--- config.mk ---
export PLATFORM = sky130hd
export DESIGN_NAME = chirp_seq_top
export DESIGN_NICKNAME = d
export VERILOG_FILES = /design/src/rtl/chirp_seq_pkg.sv /design/src/rtl/chirp_seq_cfg.sv /design/src/rtl/chirp_seq_timer.sv /design/src/rtl/chirp_seq_fsm.sv /design/src/rtl/chirp_seq_top.sv
export SDC_FILE = /design/constraint.sdc
export NUM_CORES = 1
export LEC_CHECK = 0
export BUFFER_PORTS_ARGS = -buffer_cell sky130_fd_sc_hd__buf_2
export CAP_MARGIN = 20
export CORE_ASPECT_RATIO = 1.4
export CORE_MARGIN = 1.5
export CORE_UTILIZATION = 58
export DETAILED_ROUTE_END_ITERATION = 10
export HOLD_SLACK_MARGIN = 0.15
export MAX_ROUTING_LAYER = met4
export PLACE_DENSITY = 0.79
export SYNTH_ARGS = -nofsm -noshare
export SYNTH_HDL_FRONTEND = slang
export SYNTH_SLANG_ARGS = --single-unit
--- constraint.sdc ---
create_clock -name clk -period 5.05 [get_ports clk]
set_input_delay 1.01 -clock clk [delete_from_list [all_inputs] [get_ports clk]]
set_output_delay 1.01 -clock clk [all_outputs]
set_load 0.02 [all_outputs]
--- src/rtl/chirp_seq_pkg.sv ---
// Package: shared indices and phase encoding for the chirp sequencer.
// Assumes: durations travel as a packed array indexed by the D_* constants.
package chirp_seq_pkg;

    localparam int N_DUR = 5;
    localparam int D_LTX = 0;
    localparam int D_LRX = 1;
    localparam int D_GRD = 2;
    localparam int D_STX = 3;
    localparam int D_SRX = 4;

    typedef enum logic [2:0] {
        PH_IDLE  = 3'd0,
        PH_LTX   = 3'd1,
        PH_LRX   = 3'd2,
        PH_GUARD = 3'd3,
        PH_STX   = 3'd4,
        PH_SRX   = 3'd5
    } phase_t;

endpackage

--- src/rtl/chirp_seq_cfg.sv ---
// Module: duration registers. A load strobe fills a pending set, and the
// working set copies it at each frame boundary. Zero values are raised to one.
// Assumes: boundary is high for exactly the cycle before a frame starts.
module chirp_seq_cfg
    import chirp_seq_pkg::*;
#(
    parameter int DUR_W = 16,
    parameter logic [N_DUR-1:0][DUR_W-1:0] DEF_DUR = '0
) (
    input  logic                            clk,
    input  logic                            rst_n,
    input  logic                            load,
    input  logic [N_DUR-1:0][DUR_W-1:0]     wr_dur,
    input  logic                            boundary,
    output logic [N_DUR-1:0][DUR_W-1:0]     act_dur,
    output logic [N_DUR-1:0][DUR_W-1:0]     nxt_dur
);

    for (genvar k = 0; k < N_DUR; k++) begin : g_fld
        localparam logic [DUR_W-1:0] DEF_EFF =
            (DEF_DUR[k] == '0) ? DUR_W'(1) : DEF_DUR[k];
        logic [DUR_W-1:0] pend_q;
        logic [DUR_W-1:0] act_q;
        logic [DUR_W-1:0] src;

        // Select the value a boundary in this cycle would adopt.
        assign src        = load ? wr_dur[k] : pend_q;
        assign nxt_dur[k] = (src == '0) ? DUR_W'(1) : src;
        assign act_dur[k] = act_q;

        // Capture host writes into the pending set.
        always_ff @(posedge clk) begin
            if (!rst_n)    pend_q <= DEF_DUR[k];
            else if (load) pend_q <= wr_dur[k];
        end

        // Adopt the pending value only at a frame boundary.
        always_ff @(posedge clk) begin
            if (!rst_n)        act_q <= DEF_EFF;
            else if (boundary) act_q <= nxt_dur[k];
        end
    end

endmodule

--- src/rtl/chirp_seq_timer.sv ---
// Module: down-counter that times one window. It expires when it reaches zero.
// Assumes: load_val is at least one, and load comes in the cycle of expiry.
module chirp_seq_timer #(
    parameter int DUR_W = 16
) (
    input  logic             clk,
    input  logic             rst_n,
    input  logic             load,
    input  logic [DUR_W-1:0] load_val,
    output logic             expire
);

    logic [DUR_W-1:0] cnt_q;

    assign expire = (cnt_q == '0);

    // Reload for a new window, or count down toward expiry.
    always_ff @(posedge clk) begin
        if (!rst_n)              cnt_q <= '0;
        else if (load)           cnt_q <= load_val - DUR_W'(1);
        else if (cnt_q != '0)    cnt_q <= cnt_q - DUR_W'(1);
    end

endmodule

--- src/rtl/chirp_seq_fsm.sv ---
// Module: frame phase machine and chirp counter. It picks the next window's
// length and reports chirp and frame completion.
// Assumes: NUM_LONG and NUM_SHORT are at least one, and IDX_W covers their sum.
module chirp_seq_fsm
    import chirp_seq_pkg::*;
#(
    parameter int DUR_W     = 16,
    parameter int NUM_LONG  = 16,
    parameter int NUM_SHORT = 16,
    parameter int IDX_W     = 5
) (
    input  logic                        clk,
    input  logic                        rst_n,
    input  logic                        expire,
    input  logic [N_DUR-1:0][DUR_W-1:0] act_dur,
    input  logic [DUR_W-1:0]            nxt_long_tx,
    output phase_t                      phase,
    output logic                        timer_load,
    output logic [DUR_W-1:0]            timer_val,
    output logic [IDX_W-1:0]            chirp_idx,
    output logic                        chirp_done,
    output logic                        frame_done,
    output logic                        boundary
);

    localparam logic [IDX_W-1:0] LAST_LONG  = IDX_W'(NUM_LONG - 1);
    localparam logic [IDX_W-1:0] LAST_SHORT = IDX_W'(NUM_LONG + NUM_SHORT - 1);

    phase_t           phase_q, phase_d;
    logic [IDX_W-1:0] idx_q;

    assign phase      = phase_q;
    assign chirp_idx  = idx_q;
    assign timer_load = (phase_q == PH_IDLE) || expire;
    assign chirp_done = expire && ((phase_q == PH_LRX) || (phase_q == PH_SRX));
    assign frame_done = expire && (phase_q == PH_SRX) && (idx_q == LAST_SHORT);
    assign boundary   = (phase_q == PH_IDLE) || frame_done;

    // Choose the following phase and the length of its window.
    always_comb begin
        phase_d   = phase_q;
        timer_val = act_dur[D_LTX];
        unique case (phase_q)
            PH_IDLE: begin
                phase_d = PH_LTX;   timer_val = nxt_long_tx;
            end
            PH_LTX: begin
                phase_d = PH_LRX;   timer_val = act_dur[D_LRX];
            end
            PH_LRX: begin
                if (idx_q == LAST_LONG) begin
                    phase_d = PH_GUARD; timer_val = act_dur[D_GRD];
                end else begin
                    phase_d = PH_LTX;   timer_val = act_dur[D_LTX];
                end
            end
            PH_GUARD: begin
                phase_d = PH_STX;   timer_val = act_dur[D_STX];
            end
            PH_STX: begin
                phase_d = PH_SRX;   timer_val = act_dur[D_SRX];
            end
            PH_SRX: begin
                if (idx_q == LAST_SHORT) begin
                    phase_d = PH_LTX;   timer_val = nxt_long_tx;
                end else begin
                    phase_d = PH_STX;   timer_val = act_dur[D_STX];
                end
            end
            default: begin
                phase_d = PH_IDLE;  timer_val = act_dur[D_LTX];
            end
        endcase
    end

    // Advance the phase whenever the current window ends.
    always_ff @(posedge clk) begin
        if (!rst_n)          phase_q <= PH_IDLE;
        else if (timer_load) phase_q <= phase_d;
    end

    // Count chirps in the frame and wrap at the frame end.
    always_ff @(posedge clk) begin
        if (!rst_n)          idx_q <= '0;
        else if (frame_done) idx_q <= '0;
        else if (chirp_done) idx_q <= idx_q + IDX_W'(1);
    end

endmodule

--- src/rtl/chirp_seq_top.sv ---
// Module: top of the chirp timing sequencer. It joins the duration registers,
// the window timer and the phase machine, and decodes the phase to flags.
// Assumes: a 100 MHz clock, so one duration count is 10 ns.
module chirp_seq_top
    import chirp_seq_pkg::*;
#(
    parameter int DUR_W        = 16,
    parameter int NUM_LONG     = 16,
    parameter int NUM_SHORT    = 16,
    parameter int DEF_LONG_TX  = 3000,
    parameter int DEF_LONG_RX  = 13700,
    parameter int DEF_GUARD    = 17540,
    parameter int DEF_SHORT_TX = 50,
    parameter int DEF_SHORT_RX = 17450,
    localparam int IDX_W       = $clog2(NUM_LONG + NUM_SHORT)
) (
    input  logic             clk,
    input  logic             rst_n,
    input  logic             cfg_load,
    input  logic [DUR_W-1:0] cfg_long_tx_len,
    input  logic [DUR_W-1:0] cfg_long_rx_len,
    input  logic [DUR_W-1:0] cfg_guard_len,
    input  logic [DUR_W-1:0] cfg_short_tx_len,
    input  logic [DUR_W-1:0] cfg_short_rx_len,
    output logic             chirp_active,
    output logic             listen_active,
    output logic             chirp_is_short,
    output logic [IDX_W-1:0] chirp_idx,
    output logic             chirp_done,
    output logic             frame_done
);

    localparam logic [N_DUR-1:0][DUR_W-1:0] DEF_DUR = {
        DUR_W'(DEF_SHORT_RX), DUR_W'(DEF_SHORT_TX), DUR_W'(DEF_GUARD),
        DUR_W'(DEF_LONG_RX),  DUR_W'(DEF_LONG_TX)
    };

    logic [N_DUR-1:0][DUR_W-1:0] wr_dur, act_dur, nxt_dur;
    logic                        boundary, timer_load, expire;
    logic [DUR_W-1:0]            timer_val;
    phase_t                      phase;

    assign wr_dur = {cfg_short_rx_len, cfg_short_tx_len, cfg_guard_len,
                     cfg_long_rx_len, cfg_long_tx_len};

    chirp_seq_cfg #(.DUR_W(DUR_W), .DEF_DUR(DEF_DUR)) u_cfg (
        .clk      (clk),
        .rst_n    (rst_n),
        .load     (cfg_load),
        .wr_dur   (wr_dur),
        .boundary (boundary),
        .act_dur  (act_dur),
        .nxt_dur  (nxt_dur)
    );

    chirp_seq_timer #(.DUR_W(DUR_W)) u_timer (
        .clk      (clk),
        .rst_n    (rst_n),
        .load     (timer_load),
        .load_val (timer_val),
        .expire   (expire)
    );

    chirp_seq_fsm #(
        .DUR_W(DUR_W), .NUM_LONG(NUM_LONG),
        .NUM_SHORT(NUM_SHORT), .IDX_W(IDX_W)
    ) u_fsm (
        .clk         (clk),
        .rst_n       (rst_n),
        .expire      (expire),
        .act_dur     (act_dur),
        .nxt_long_tx (nxt_dur[D_LTX]),
        .phase       (phase),
        .timer_load  (timer_load),
        .timer_val   (timer_val),
        .chirp_idx   (chirp_idx),
        .chirp_done  (chirp_done),
        .frame_done  (frame_done),
        .boundary    (boundary)
    );

    // Decode the phase into the window flags.
    always_comb begin
        chirp_active   = (phase == PH_LTX) || (phase == PH_STX);
        listen_active  = (phase == PH_LRX) || (phase == PH_SRX);
        chirp_is_short = (phase == PH_STX) || (phase == PH_SRX);
    end

endmodule

* After elaboration in Yosys (flattened, before gate mapping)
Cells that the tools add are included.
Widths: inputs -> output; s select.
** Storage, ports and cells
- Bits in registers :: 184
- Logic and storage cells :: 60
- Bits of input ports :: 83
** Cells by class
- Bitwise logic cells :: 1
- Reductions and logical operators :: 18
- $add $sub $neg :: 3
- Muxes and demuxes :: 18
- Equal/unequal tests :: 7
** Operators with widths (count)
- $mux 16 :: 14
- $logic_not 16->1 :: 6
- $pmux 16 s6 :: 1
- $sub 16x1->16 const B :: 2
- $pmux 3 s6 :: 1
- $reduce_bool 16->1 :: 1
- $eq 3x2->1 const B :: 2
- $eq 3x3->1 const B :: 2
- $add 5x1->5 const B :: 1
- $eq 5x4->1 const B :: 1
- $eq 5x5->1 const B :: 1
- $logic_or 1x1->1 :: 5
- $eq 3x1->1 const B :: 1
- $logic_and 1x1->1 :: 3
- $logic_not 3->1 :: 1
- $mux 3 :: 1
- $mux 2 :: 1
- $reduce_bool 2->1 :: 1
- $reduce_or 2->1 :: 1
- $not 1->1 :: 1

* Depth between registers and ports, before layout
- Depth after elaboration :: 7
- Gate-level depth with buffers :: 16

* By module
A second synthesis with hierarchy kept.
** Second synthesis, totals
- Cell total of the unflattened synthesis :: 1069
- Area, all modules :: 9371.5 um^2
** Modules (own cells, without submodules)
- chirp_seq_cfg :: cells an instance 705, times used 1, area an instance 6477.5 um^2, sequential area each 3203.1 um^2
- chirp_seq_fsm :: cells an instance 234, times used 1, area an instance 1681.6 um^2, sequential area each 160.2 um^2
- chirp_seq_timer :: cells an instance 125, times used 1, area an instance 1166.1 um^2, sequential area each 320.3 um^2
- chirp_seq_top :: cells an instance 5, times used 1, area an instance 46.3 um^2, sequential area each 0.0 um^2

* Worst setup path after synthesis
OpenSTA, ideal clock, no wires.
- Path type :: reg2reg
- From :: register u_fsm.idx_q[0] (netlist: u_fsm.chirp_idx[0])
- To :: register u_timer.cnt_q[8]
- Setup time :: 128 ps
- Arrival :: 3565 ps
- Path slack :: 1358 ps
- Cell stages (with the launch flop) :: 17
- Path buffers :: 2
- Path through :: dfxtp_1 -> ha_1 -> and3_1 -> ha_1 -> clkbuf_1 -> buf_1 -> mux2_2 -> a22oi_1 -> nand3_1 -> a22oi_1 -> o31ai_1 -> inv_1 -> ha_1 -> inv_1 -> nor4b_1 -> xnor2_1 -> nor2_1
** Between the ends
- Word-level cells in the longest chain between the ends :: 5
- Elaborated cells between the ends (all ways) :: 7
** RTL lines
- start: declaration :: RTL line chirp_seq_fsm.sv:30 : logic [IDX_W-1:0] idx_q;
- start signal: assignment :: RTL line chirp_seq_fsm.sv:86 : else if (chirp_done) idx_q <= idx_q + IDX_W'(1);
- $eq 5x5->1 / $eq 5x4->1 (equally long branches) :: RTL line chirp_seq_fsm.sv:64, chirp_seq_fsm.sv:51
- $mux 16, on equally long branches :: RTL line chirp_seq_fsm.sv:64, chirp_seq_fsm.sv:51
- $pmux 16 s6 * :: RTL line chirp_seq_fsm.sv:43 : unique case (phase_q)
- $sub 16x1->16 * :: RTL line chirp_seq_timer.sv:20 : else if (load) cnt_q <= load_val - DUR_W'(1);
- $mux 16 * :: RTL line chirp_seq_timer.sv:20
- end signal: assignment :: RTL line chirp_seq_timer.sv:20
- end signal: assignment :: RTL line chirp_seq_timer.sv:21 : else if (cnt_q != '0) cnt_q <= cnt_q - DUR_W'(1);
- end: declaration :: RTL line chirp_seq_timer.sv:13 : logic [DUR_W-1:0] cnt_q;
Every way passes the cells marked *; elsewhere a longest branch is shown, timed or not.
A chain may end at the register's enable or synchronous reset.

* Final worst setup path
- From :: register u_fsm.idx_q[0] (netlist: u_fsm.chirp_idx[0])
- To :: register u_timer.cnt_q[14]
The elaborated chain is that of the path after synthesis.

==> results.txt <==
----------------------------------------------------
[Run status]
  Result of the run ... complete, no violations

[STA]
  Crit share post-route ... 82.33%
  Final-report max-slew violation count ... 0
  Max-slew headroom at the worst pin ... 28.27%
  Hold Worst Slack ... 0.4731 ns
  Setup-failing EPs final ... 0
  Max Clock Freq ... 0.2405 GHz
  Final-layout setup total negative slack ... 0 ns
  Final Hold Vio Count ... 0
  Clock Skew ... 0.008492 ns
  RSZ-0062 raised after global routing ... false
  Final critical path time including I/O delays and setup ... 4.158 ns
  Worst-margin pin slew ... 1.076 ns

[Drt]
  Violation count after the first detailed-route iteration ... 633
  WL final ... 22510 microns
  Routed vias ... 7242
  Routed wirelength normalized by instance count ... 19.15 microns
  Drt pass-1 iters ... 6
  Via density ... 6.163
  DRC violation count after routing ... 0
  Final antenna-violating net count ... 0

[Worst setup path]
  Critical path class ... flip-flop to flip-flop
  Critical-path cell list ... ha_1 > and3_1 > ha_1 > mux2i_1 > a22oi_1 > a222oi_1 > o21ai_2 > a2111oi_4 > nand3_2 > or4_1 > a21oi_1
  Category of the worst setup path launch point ... flip-flop
  Required time of the critical path ... 5.40 ns
  Critical R2R Capture ... u_timer.cnt_q[14]
  Critical path's slowest cell ... sky130_fd_sc_hd__ha_1
  Crit path max fanout ... 18
  Setup slack of the most critical reg-to-reg path ... 0.89 ns
  Crit-path max cell delay ... 0.88 ns
  Arrival time at the worst endpoint ... 4.50 ns
  Library cell appearing most often on the critical path ... sky130_fd_sc_hd__ha_1
  RR Startpoint ... u_fsm.chirp_idx[0]
  CP Capture Type ... flip-flop
  Path depth of the worst reg2reg path ... 11

[Cells and area]
  Final nets ... 1065
  Area overhead of the layout relative to synthesis ... 14.10%
  Commonest non-fill, non-tap cells in the layout ... 184 x sky130_fd_sc_hd__dfxtp_1, 126 x sky130_fd_sc_hd__nor2_1, 91 x sky130_fd_sc_hd__buf_2, 87 x sky130_fd_sc_hd__mux2i_1, 76 x sky130_fd_sc_hd__nand2_1
  Commonest non-fill, non-tap cell in the layout ... sky130_fd_sc_hd__dfxtp_1
  Fraction of layout cells with a size suffix above 1 ... 16.67%
  Number of antenna cells inserted ... 0

[Floorplan]
  Number of standard-cell rows in the floorplan ... 51
  Area inside the core boundary ... 13910 sq um
  Top-Level Pins ... 93
  Height of the die ... 143.9 microns
  Die span in x ... 103.7 microns
  Initial standard-cell utilization of the core ... 59.14%
  Full die area ... 14920 sq um

[Power]
  Power per cell area ... 432.0 nW/um^2
  Worst IR Drop VDD ... 0.0003081 V
  Reported leakage power ... 3.932 nW

[Clock tree]
  Total clock sinks ... 184
  Clk Tree Root Cell ... sky130_fd_sc_hd__clkbuf_16
  Number of cells upsized or downsized after cts ... 0
  Reg clk slew, reported paths ... 0.07 ns
  Later-pin clock latency in the skew report ... 0.42 ns
  Number of buffers added to fix hold violations after cts ... 0
  Largest buffer count on any clock path ... 2
  CTS H-tree depth ... 4
  CTS tree ... built
  Post-CTS setup repair buffer count ... 0
  TritonCTS Buffers ... 17

[Yosys]
  FFs w/ async S/R, synth ... 0%
  Share of synthesized area spent on multiplexers ... 12.23%
  Warnings from Yosys ... 0
  Fraction of the mapped netlist area in compound gates ... 18.27%
  Combinational family with the most area after synthesis ... simple AND/OR/NAND/NOR gates
  Post-Synth Adder-Cell Area ... 0.7605%
  Xor/xnor cell area share of the yosys netlist ... 0.9582%
  Count of different cell masters after synthesis ... 63
  Yosys reg bits ... 184
  Area fraction in and, or, nand and nor cells after synthesis ... 18.94%
  Post-synthesis sequential area ratio ... 44.78%
  Count of flip-flops with a built-in enable after synthesis ... 0
  Net count after synthesis ... 1003
  Combined area of all synthesized cells ... 8227 sq um
  Ys flop type ... sky130_fd_sc_hd__dfxtp_1
  Post-synthesis average cell area ... 8.991 sq um
  Synthesized instance count ... 915

[Placed design]
  Number of input and output port buffers inserted ... 92
  Sum of net half-perimeters after detailed placement ... 16310 microns
  Global placement routability congestion ... 1.003

[Global route]
  Number of antenna violations at the first check in global routing ... 0
  Number of global-route vias before repair ... 6749
  Sum of overflow across all layers after global routing ... 0
  Total global routing track utilization ... 31.40%
  Pin count of the biggest net entering global routing ... 72
  Wire length of the first global-routing pass ... 35710 microns

[Min path]
  End point of the most critical hold path ... u_cfg.g_fld[4].act_q[2]
  Worst hold path depth ... 2
  Path type of the worst min-delay path ... flip-flop to flip-flop
  Hold wc startpoint ... u_cfg.g_fld[4].act_q[2]

[Flow run]
  Count of maximum capacitance violations ... 0

----------------------------------------------------
-- registers in the layout, indices dropped and copies added, names as in the netlist --
register / cells
u_fsm.chirp_idx: 5
u_cfg.g_fld.act_q: 80
u_fsm.phase: 3
u_cfg.g_fld.pend_q: 80
u_timer.cnt_q: 16
-- per-layer routing --
layer | routed length (microns) | global-route usage (%) | vias to the layer above
met4 | 1309 | 17.91 | 0
met2 | 10900 | 52.42 | 283
met3 | 1339 | 4.898 | 78
met1 | 8952 | 36.24 | 3416
li1 | - | - | 3465
met5 | 0 | - | -
-- critical path, delay by kind of cell (launching register included) --
| family | cells | cell delay [ns] |
|---|---|---|
| simple gates | 3 | 0.91 |
| flops | 1 | 0.39 |
| compound gates | 5 | 1.42 |
| mux | 1 | 0.29 |
| fa+ha+maj | 2 | 1.06 |
-- kinds of logic after synthesis --
group,after synthesis
flip-flops,184
adder cells (fa/ha/maj),5
AO/OA/AOI/OAI,206
multiplexers,99
XOR/XNOR,9
AND/OR/NAND/NOR,329
buffers and inverters,83
-- area by class of cell --
cell class	count	area (sq um)
Inverter	15	56.30
Timing Repair Buffer	111	618.1
Clock inverter	14	132.6
Sequential cell	184	3684
Fill cell	1179	4524
Clock buffer	18	439.2
Tap cell	185	231.5
Multi-Input combinational cell	648	4225
-- cells in the mapped netlist, types with 15 or more instances --
cell                       instances  area share, %
sky130_fd_sc_hd__mux2i_1          87             11
sky130_fd_sc_hd__a21oi_1          17            1.0
sky130_fd_sc_hd__a211oi_1         40            3.7
sky130_fd_sc_hd__nor4_1           31            2.4
sky130_fd_sc_hd__nor2_1          127            5.8
sky130_fd_sc_hd__dfxtp_1         184             45
sky130_fd_sc_hd__clkbuf_1         47            2.1
sky130_fd_sc_hd__nor3_1           24            1.5
sky130_fd_sc_hd__o211ai_1         26            2.4
sky130_fd_sc_hd__o21ai_0          37            2.3
sky130_fd_sc_hd__nand2_1          76            3.5
sky130_fd_sc_hd__inv_1            15           0.68
-- power by group --
part / leakage (nW) / total, mW / internal, mW / switching, mW
registers: 1.52 / 1.80 / 1.64 / 0.154
clock network: 0.274 / 1.28 / 0.666 / 0.617
logic: 2.14 / 0.976 / 0.378 / 0.598
total: 3.93 / 4.06 / 2.69 / 1.37
-- stage by stage --
| stage | power (mW) | utilization (%) | setup slack (ns) | instance area (sq um) | std cells |
|---|---|---|---|---|---|
| 2_1_floorplan | 2.476 | - | 1.358 | 8227 | 915 |
| 3_3_place_gp | 2.749 | 63.37 | 1.139 | 8815 | 1143 |
| 3_5_place_dp | 2.772 | 63.37 | 1.089 | 8815 | 1143 |
| 4_1_cts | 4.035 | 67.48 | 0.9417 | 9387 | 1175 |
| 5_1_grt | 4.226 | 67.48 | 0.7046 | 9387 | 1175 |
| 6_report | 4.055 | 67.48 | 0.8924 | 9387 | 1175 |
-- worst max-delay path by stage --
stage,to,cells after the start,start,slack (ns)
after floorplan,u_timer.cnt_q[8],16,u_fsm.chirp_idx[0],1.36
after global placement,u_timer.cnt_q[14],11,u_fsm.chirp_idx[0],1.14
after detailed placement,u_timer.cnt_q[14],11,u_fsm.chirp_idx[0],1.09
after CTS,u_timer.cnt_q[14],11,u_fsm.chirp_idx[0],0.94
after global routing,u_timer.cnt_q[14],11,u_fsm.chirp_idx[0],0.70
final,u_timer.cnt_q[14],11,u_fsm.chirp_idx[0],0.89
No activity file was read; power rests on OpenSTA's default activity.
